### config.mk
export PLATFORM = sky130hd
export DESIGN_NAME = smbus_ptr_target
export DESIGN_NICKNAME = d
export VERILOG_FILES = /design/src/rtl/smbus_ptr_target.sv
export SDC_FILE = /design/constraint.sdc
export NUM_CORES = 1
export LEC_CHECK = 0
export BUFFER_PORTS_ARGS = -buffer_cell sky130_fd_sc_hd__buf_2
export CORE_MARGIN = 2
export CORE_UTILIZATION = 50
export CTS_CLUSTER_DIAMETER = 150
export DETAILED_ROUTE_END_ITERATION = 12
export PLACE_DENSITY = 0.65
export SLEW_MARGIN = 0
export SYNTH_ARGS = -nofsm -noshare
export SYNTH_HDL_FRONTEND = slang
export SYNTH_SLANG_ARGS = --single-unit
### constraint.sdc
create_clock -name clk -period 2.75 [get_ports clk]
set_input_delay 0 -clock clk [delete_from_list [all_inputs] [get_ports clk]]
set_output_delay 0 -clock clk [all_outputs]
set_load 0.05 [all_outputs]
### src/rtl/smbus_ptr_target.sv
module smbus_ptr_target #(
  parameter logic [6:0] DEV_ADDR    = 7'h4C,
  parameter logic [7:0] ONESHOT_PTR = 8'h0F,
  parameter logic [7:0] TMO_PTR     = 8'h22,
  parameter int         TMO_CYCLES  = 2500000
) (
  input  logic       clk,
  input  logic       rst_n,
  input  logic       scl_i,
  input  logic       sda_i,
  output logic       sda_low_o,
  output logic [7:0] reg_addr_o,
  output logic [7:0] reg_wdata_o,
  output logic       reg_we_o,
  input  logic [7:0] reg_rdata_i,
  output logic       oneshot_o
);
  localparam int TW = $clog2(TMO_CYCLES + 1);

  typedef enum logic [2:0] {S_IDLE, S_ADDR, S_WR, S_RD, S_WAIT} st_t;

  st_t        state;
  logic [2:0] scl_sh, sda_sh;
  logic [3:0] cnt;
  logic [1:0] idx, tmo_en;
  logic [7:0] rx, tx, ptr, crc;
  logic       sda_low;
  logic [TW-1:0] scl_tc, sda_tc;

  function automatic logic [7:0] crc8(input logic [7:0] c, input logic [7:0] d);
    logic [7:0] r;
    r = c ^ d;
    for (int i = 0; i < 8; i++) r = r[7] ? ({r[6:0], 1'b0} ^ 8'h07) : {r[6:0], 1'b0};
    return r;
  endfunction

  wire scl_rise  = scl_sh[1] & ~scl_sh[2];
  wire scl_fall  = ~scl_sh[1] & scl_sh[2];
  wire start_det = scl_sh[1] & scl_sh[2] & sda_sh[2] & ~sda_sh[1];
  wire stop_det  = scl_sh[1] & scl_sh[2] & ~sda_sh[2] & sda_sh[1];
  wire tmo_fire  = (state != S_IDLE) &&
                   ((tmo_en[1] && scl_tc == TW'(TMO_CYCLES)) ||
                    (tmo_en[0] && sda_tc == TW'(TMO_CYCLES)));

  assign sda_low_o  = sda_low;
  assign reg_addr_o = ptr;

  always_ff @(posedge clk or negedge rst_n) begin
    if (!rst_n) begin
      scl_sh <= 3'b111;
      sda_sh <= 3'b111;
      scl_tc <= '0;
      sda_tc <= '0;
    end else begin
      scl_sh <= {scl_sh[1:0], scl_i};
      sda_sh <= {sda_sh[1:0], sda_i};
      if (state == S_IDLE || scl_sh[1]) scl_tc <= '0;
      else if (scl_tc != TW'(TMO_CYCLES)) scl_tc <= scl_tc + 1'b1;
      if (state == S_IDLE || sda_sh[1]) sda_tc <= '0;
      else if (sda_tc != TW'(TMO_CYCLES)) sda_tc <= sda_tc + 1'b1;
    end
  end

  always_ff @(posedge clk or negedge rst_n) begin
    if (!rst_n) begin
      state <= S_IDLE; cnt <= '0; idx <= '0; tmo_en <= '0;
      rx <= '0; tx <= 8'hFF; ptr <= '0; crc <= '0; sda_low <= 1'b0;
      reg_we_o <= 1'b0; reg_wdata_o <= '0; oneshot_o <= 1'b0;
    end else begin
      reg_we_o  <= 1'b0;
      oneshot_o <= 1'b0;
      if (tmo_fire) begin
        state <= S_IDLE; sda_low <= 1'b0;
      end else if (start_det) begin
        if (state == S_IDLE) crc <= '0;
        state <= S_ADDR; cnt <= '0; sda_low <= 1'b0;
      end else if (stop_det) begin
        state <= S_IDLE; sda_low <= 1'b0;
      end else if (state != S_IDLE) begin
        if (scl_rise) begin
          if (cnt < 4'd8) begin
            rx <= {rx[6:0], sda_sh[1]};
            cnt <= cnt + 1'b1;
          end else if (cnt == 4'd8) begin
            cnt <= 4'd9;
            if (state == S_RD && sda_sh[1]) state <= S_WAIT;
          end
        end else if (scl_fall) begin
          if (cnt >= 4'd1 && cnt <= 4'd7) begin
            if (state == S_RD) begin
              sda_low <= ~tx[6];
              tx <= {tx[6:0], 1'b1};
            end
          end else if (cnt == 4'd8) begin
            sda_low <= 1'b0;
            case (state)
              S_ADDR: begin
                if (rx[7:1] == DEV_ADDR) begin
                  sda_low <= 1'b1; crc <= crc8(crc, rx); idx <= '0;
                  state <= rx[0] ? S_RD : S_WR;
                end else state <= S_IDLE;
              end
              S_WR: begin
                case (idx)
                  2'd0: begin ptr <= rx; sda_low <= 1'b1; crc <= crc8(crc, rx); end
                  2'd1: begin
                    if (ptr == ONESHOT_PTR) oneshot_o <= 1'b1;
                    else begin reg_we_o <= 1'b1; reg_wdata_o <= rx; end
                    if (ptr == TMO_PTR) tmo_en <= rx[7:6];
                    sda_low <= 1'b1; crc <= crc8(crc, rx);
                  end
                  2'd2: sda_low <= (rx == crc);
                  default: sda_low <= 1'b0;
                endcase
                if (idx != 2'd3) idx <= idx + 1'b1;
              end
              default: ;
            endcase
          end else if (cnt == 4'd9) begin
            cnt <= '0;
            sda_low <= 1'b0;
            if (state == S_RD) begin
              case (idx)
                2'd0: begin
                  tx <= reg_rdata_i; sda_low <= ~reg_rdata_i[7];
                  crc <= crc8(crc, reg_rdata_i); idx <= 2'd1;
                end
                2'd1: begin tx <= crc; sda_low <= ~crc[7]; idx <= 2'd2; end
                default: tx <= 8'hFF;
              endcase
            end
          end
        end
      end
    end
  end

  AST_IDLE_RELEASED: assert property (@(posedge clk) disable iff (!rst_n)
    state == S_IDLE |-> !sda_low_o);
  AST_STOP_TO_IDLE: assert property (@(posedge clk) disable iff (!rst_n)
    (stop_det && !start_det) |=> (state == S_IDLE && !sda_low_o));
  AST_START_TO_ADDR: assert property (@(posedge clk) disable iff (!rst_n)
    (start_det && !tmo_fire) |=> (state == S_ADDR && cnt == 4'd0));
  AST_WE_SINGLE: assert property (@(posedge clk) disable iff (!rst_n)
    reg_we_o |=> !reg_we_o);
  AST_WE_OR_SHOT: assert property (@(posedge clk) disable iff (!rst_n)
    !(reg_we_o && oneshot_o));
  AST_TMO_RELEASE: assert property (@(posedge clk) disable iff (!rst_n)
    tmo_fire |=> (state == S_IDLE && !sda_low_o));
endmodule

==> reports/results.tsv <==
metric	value	unit
clockBufferDepth	2	
gr-usage-met1	26.7	%
syn_area_per_cell	9.97	um2
crit_top_cell	nor3b_1	
fin_setup_tns	0	ns
finalInstanceArea	0.00670	mm2
async_flop_share	100	%
drtAntennaViolNets	0	
clock-sinks	103	
place_area	0.00636	mm2
min_path_type	primary input to flip-flop	
core-area	0.0119	mm2
period_needed	2.49	ns
fin_crit_sh	90.5	%
max_slew_margin	39.8	%
critical_path.max_stage_delay	0.42	ns
path_cells	inv_1, ha_1, nor3b_1, nor2_1, nor3b_1, and4_4, mux2_4	
root_buffer	clkbuf_16	
antenna_found_initial	0	
setup_viol	0	
rsz0062_at_grt	no	
row_count	40	
layout_setup_ws	0.260	ns
fin_cells	789	
drt_pre_antenna_iters	6	
cp.required	2.98	ns
ys_seq_area_share	43.1	%
portBuffers	30	
die-height	114	um
die_x	114	um
dp_cells	770	
wire_per_inst	16.1	um
synth_area	0.00602	mm2
fmax	0.402	GHz
vdd_ir_drop_max	0.000586	V
area_growth	11.3	%
cts_tree	done	
post-place-ws	0.306	ns
syn-num-nets	634	
p_per_area	652	mW/mm2
p_leak	2.85	nW
start_kind	flip-flop	
finalPower	4.37	mW
final_hold_viol_count	0	
ios	31	
grt_pass1_vias	4500	
worst-setup-path-type	flip-flop to flip-flop	
clk_pin_slew	0.07	ns
status	completed	
place_congestion	0.896	
vias	4503	
finalMaxSlewViolations	0	
worstMarginPinSlew	0.894	ns
syn_inst	604	
numCtsBuffers	9	
overflow	0	
synth-main-ff-cell	dfrtp_1	
n_fill_cell	1024	
dpl.hpwl	9340	um
crit_arrival	2.72	ns
met3_usage	5.15	%
cts_max_level	3	
cp-end-kind	flip-flop	
clk-insertion-delay-late	0.35	ns
antenna_cells	0	
grt_use_total	21.0	%
die-area	0.0129	mm2
post_cts_buffers	0	
via_per_inst	5.71	
ys_seq_elements	103	
worst_hold_slack	0.138	ns
final_core_util	56.5	%
crit_fanout	10	
skew	0.00648	ns
grt_pass1_wl	21800	um
gr-usage-met2	36.2	%
layout-drive-gt1-share	18.4	%
start_util	50.8	%
drt_iter0_drc	319	
routed_wl	12700	um
synth_cell_type_count	62	
worst_path_max_delay_cell	dfrtp_1	
num-nets-final	667	
yosysWarnings	0	
drc	0	
gr-max-usage-layer	met2	
grt_max_degree	49	
maxCapViolations	0	
synth_edf_count	0	
[worst max-delay path, delay by kind of cell, from the launching register on]
family	cells	cell delay, ns
and+or+nand+nor	4	1.20
buffers and inverters	1	0.09
DFF	1	0.42
adders and majority gates	1	0.33
muxes	1	0.32
[sequential cells by signal (all words and copies together), names as in the netlist, 4 cells and up]
register     cells
rx               8
tx               7
reg_wdata_o      8
reg_addr_o       8
scl_tc          22
cnt              4
crc              8
sda_tc          22
[what timing repair did]
action,in CTS,in global routing
hold buffers,3,0
gates resized for setup,0,0
hold endpoints to repair,48,0
[cell type report]
class | count | area (um2) | share of cell area [%]
repair buffers | 49 | 303 | 4.52
inverters | 21 | 78.8 | 1.18
clock buffers | 11 | 253 | 3.77
flip-flops and latches | 103 | 2590 | 38.7
well taps | 147 | 184 | 2.74
clock inverters | 5 | 65.1 | 0.971
multi-input cells | 453 | 3230 | 48.1
[cell usage in the layout (no fill, tap or decap), types with 7 or more instances in the layout]
cell type / instances
nand2_1: 31
nand4_1: 12
mux2i_1: 10
dfrtp_1: 90
o21ai_0: 26
mux2_4: 8
a21oi_1: 20
clkbuf_16: 9
xnor2_1: 49
ha_1: 18
nand3_1: 34
or3_1: 10
inv_1: 21
buf_2: 29
xor2_1: 30
nor2_1: 69
nor4_1: 8
a22o_1: 7
buf_4: 17
nor3_1: 11
dfstp_2: 13
mux2_2: 27
[power breakdown]
group	switching, mW	internal, mW	leakage, nW	total [mW]
logic	0.654	0.602	1.32	1.26
registers	0.169	1.62	1.38	1.79
clock network	0.565	0.763	0.150	1.33
total	1.39	2.98	2.85	4.37
[cells in the mapped netlist, types with 11 or more instances]
library cell	number	area share, %
nor3_1	11	0.91
dfstp_2	13	5.7
dfrtp_1	90	37
xor2_1	30	4.4
inv_1	21	1.3
nand3_1	34	2.8
ha_1	18	3.7
a21oi_1	20	1.7
xnor2_1	49	7.1
o21ai_0	26	2.2
mux2_2	27	5.0
clkbuf_1	20	1.2
nor2_1	69	4.3
nand4_1	12	1.2
nand2_1	31	1.9
[routing by layer]
metal	part of all wire (%)	vias up	wire [um]
met1	46	2222	5840
met3	3.0	10	383
met2	50	74	6350
met4	1.1	0	140
li1	-	2197	-
met5	0	-	0
[logic make-up after synthesis]
kind of cell | Yosys count | share of synthesized area [%]
XOR/XNOR | 79 | 11.5
multiplexers | 45 | 8.71
buffers and inverters | 48 | 3.32
flip-flops | 103 | 43.1
adder cells (fa/ha/maj) | 18 | 3.74
AND/OR/NAND/NOR | 232 | 21.3
AO/OA/AOI/OAI | 79 | 8.38
[worst paths after layout]
check	startpoint	endpoint	slack, ns	cells past startpoint
hold / removal	reg_rdata_i[0]	tx[0]$_DFFE_PN1P_	0.14	4
max in group asynchronous	rst_n	tx[5]$_DFFE_PN1P_	1.69	3
setup / recovery	cnt[0]$_DFFE_PN0P_	reg_addr_o[6]$_DFFE_PN0P_	0.26	7
setup reg to reg	cnt[0]$_DFFE_PN0P_	reg_addr_o[6]$_DFFE_PN0P_	0.26	7
min in group asynchronous	rst_n	scl_tc[10]$_DFFE_PN0P_	0.20	2
hold reg to reg	sda_sh[0]$_DFF_PN1_	sda_sh[1]$_DFF_PN1_	0.36	0
(Power assumes the default switching activity.)
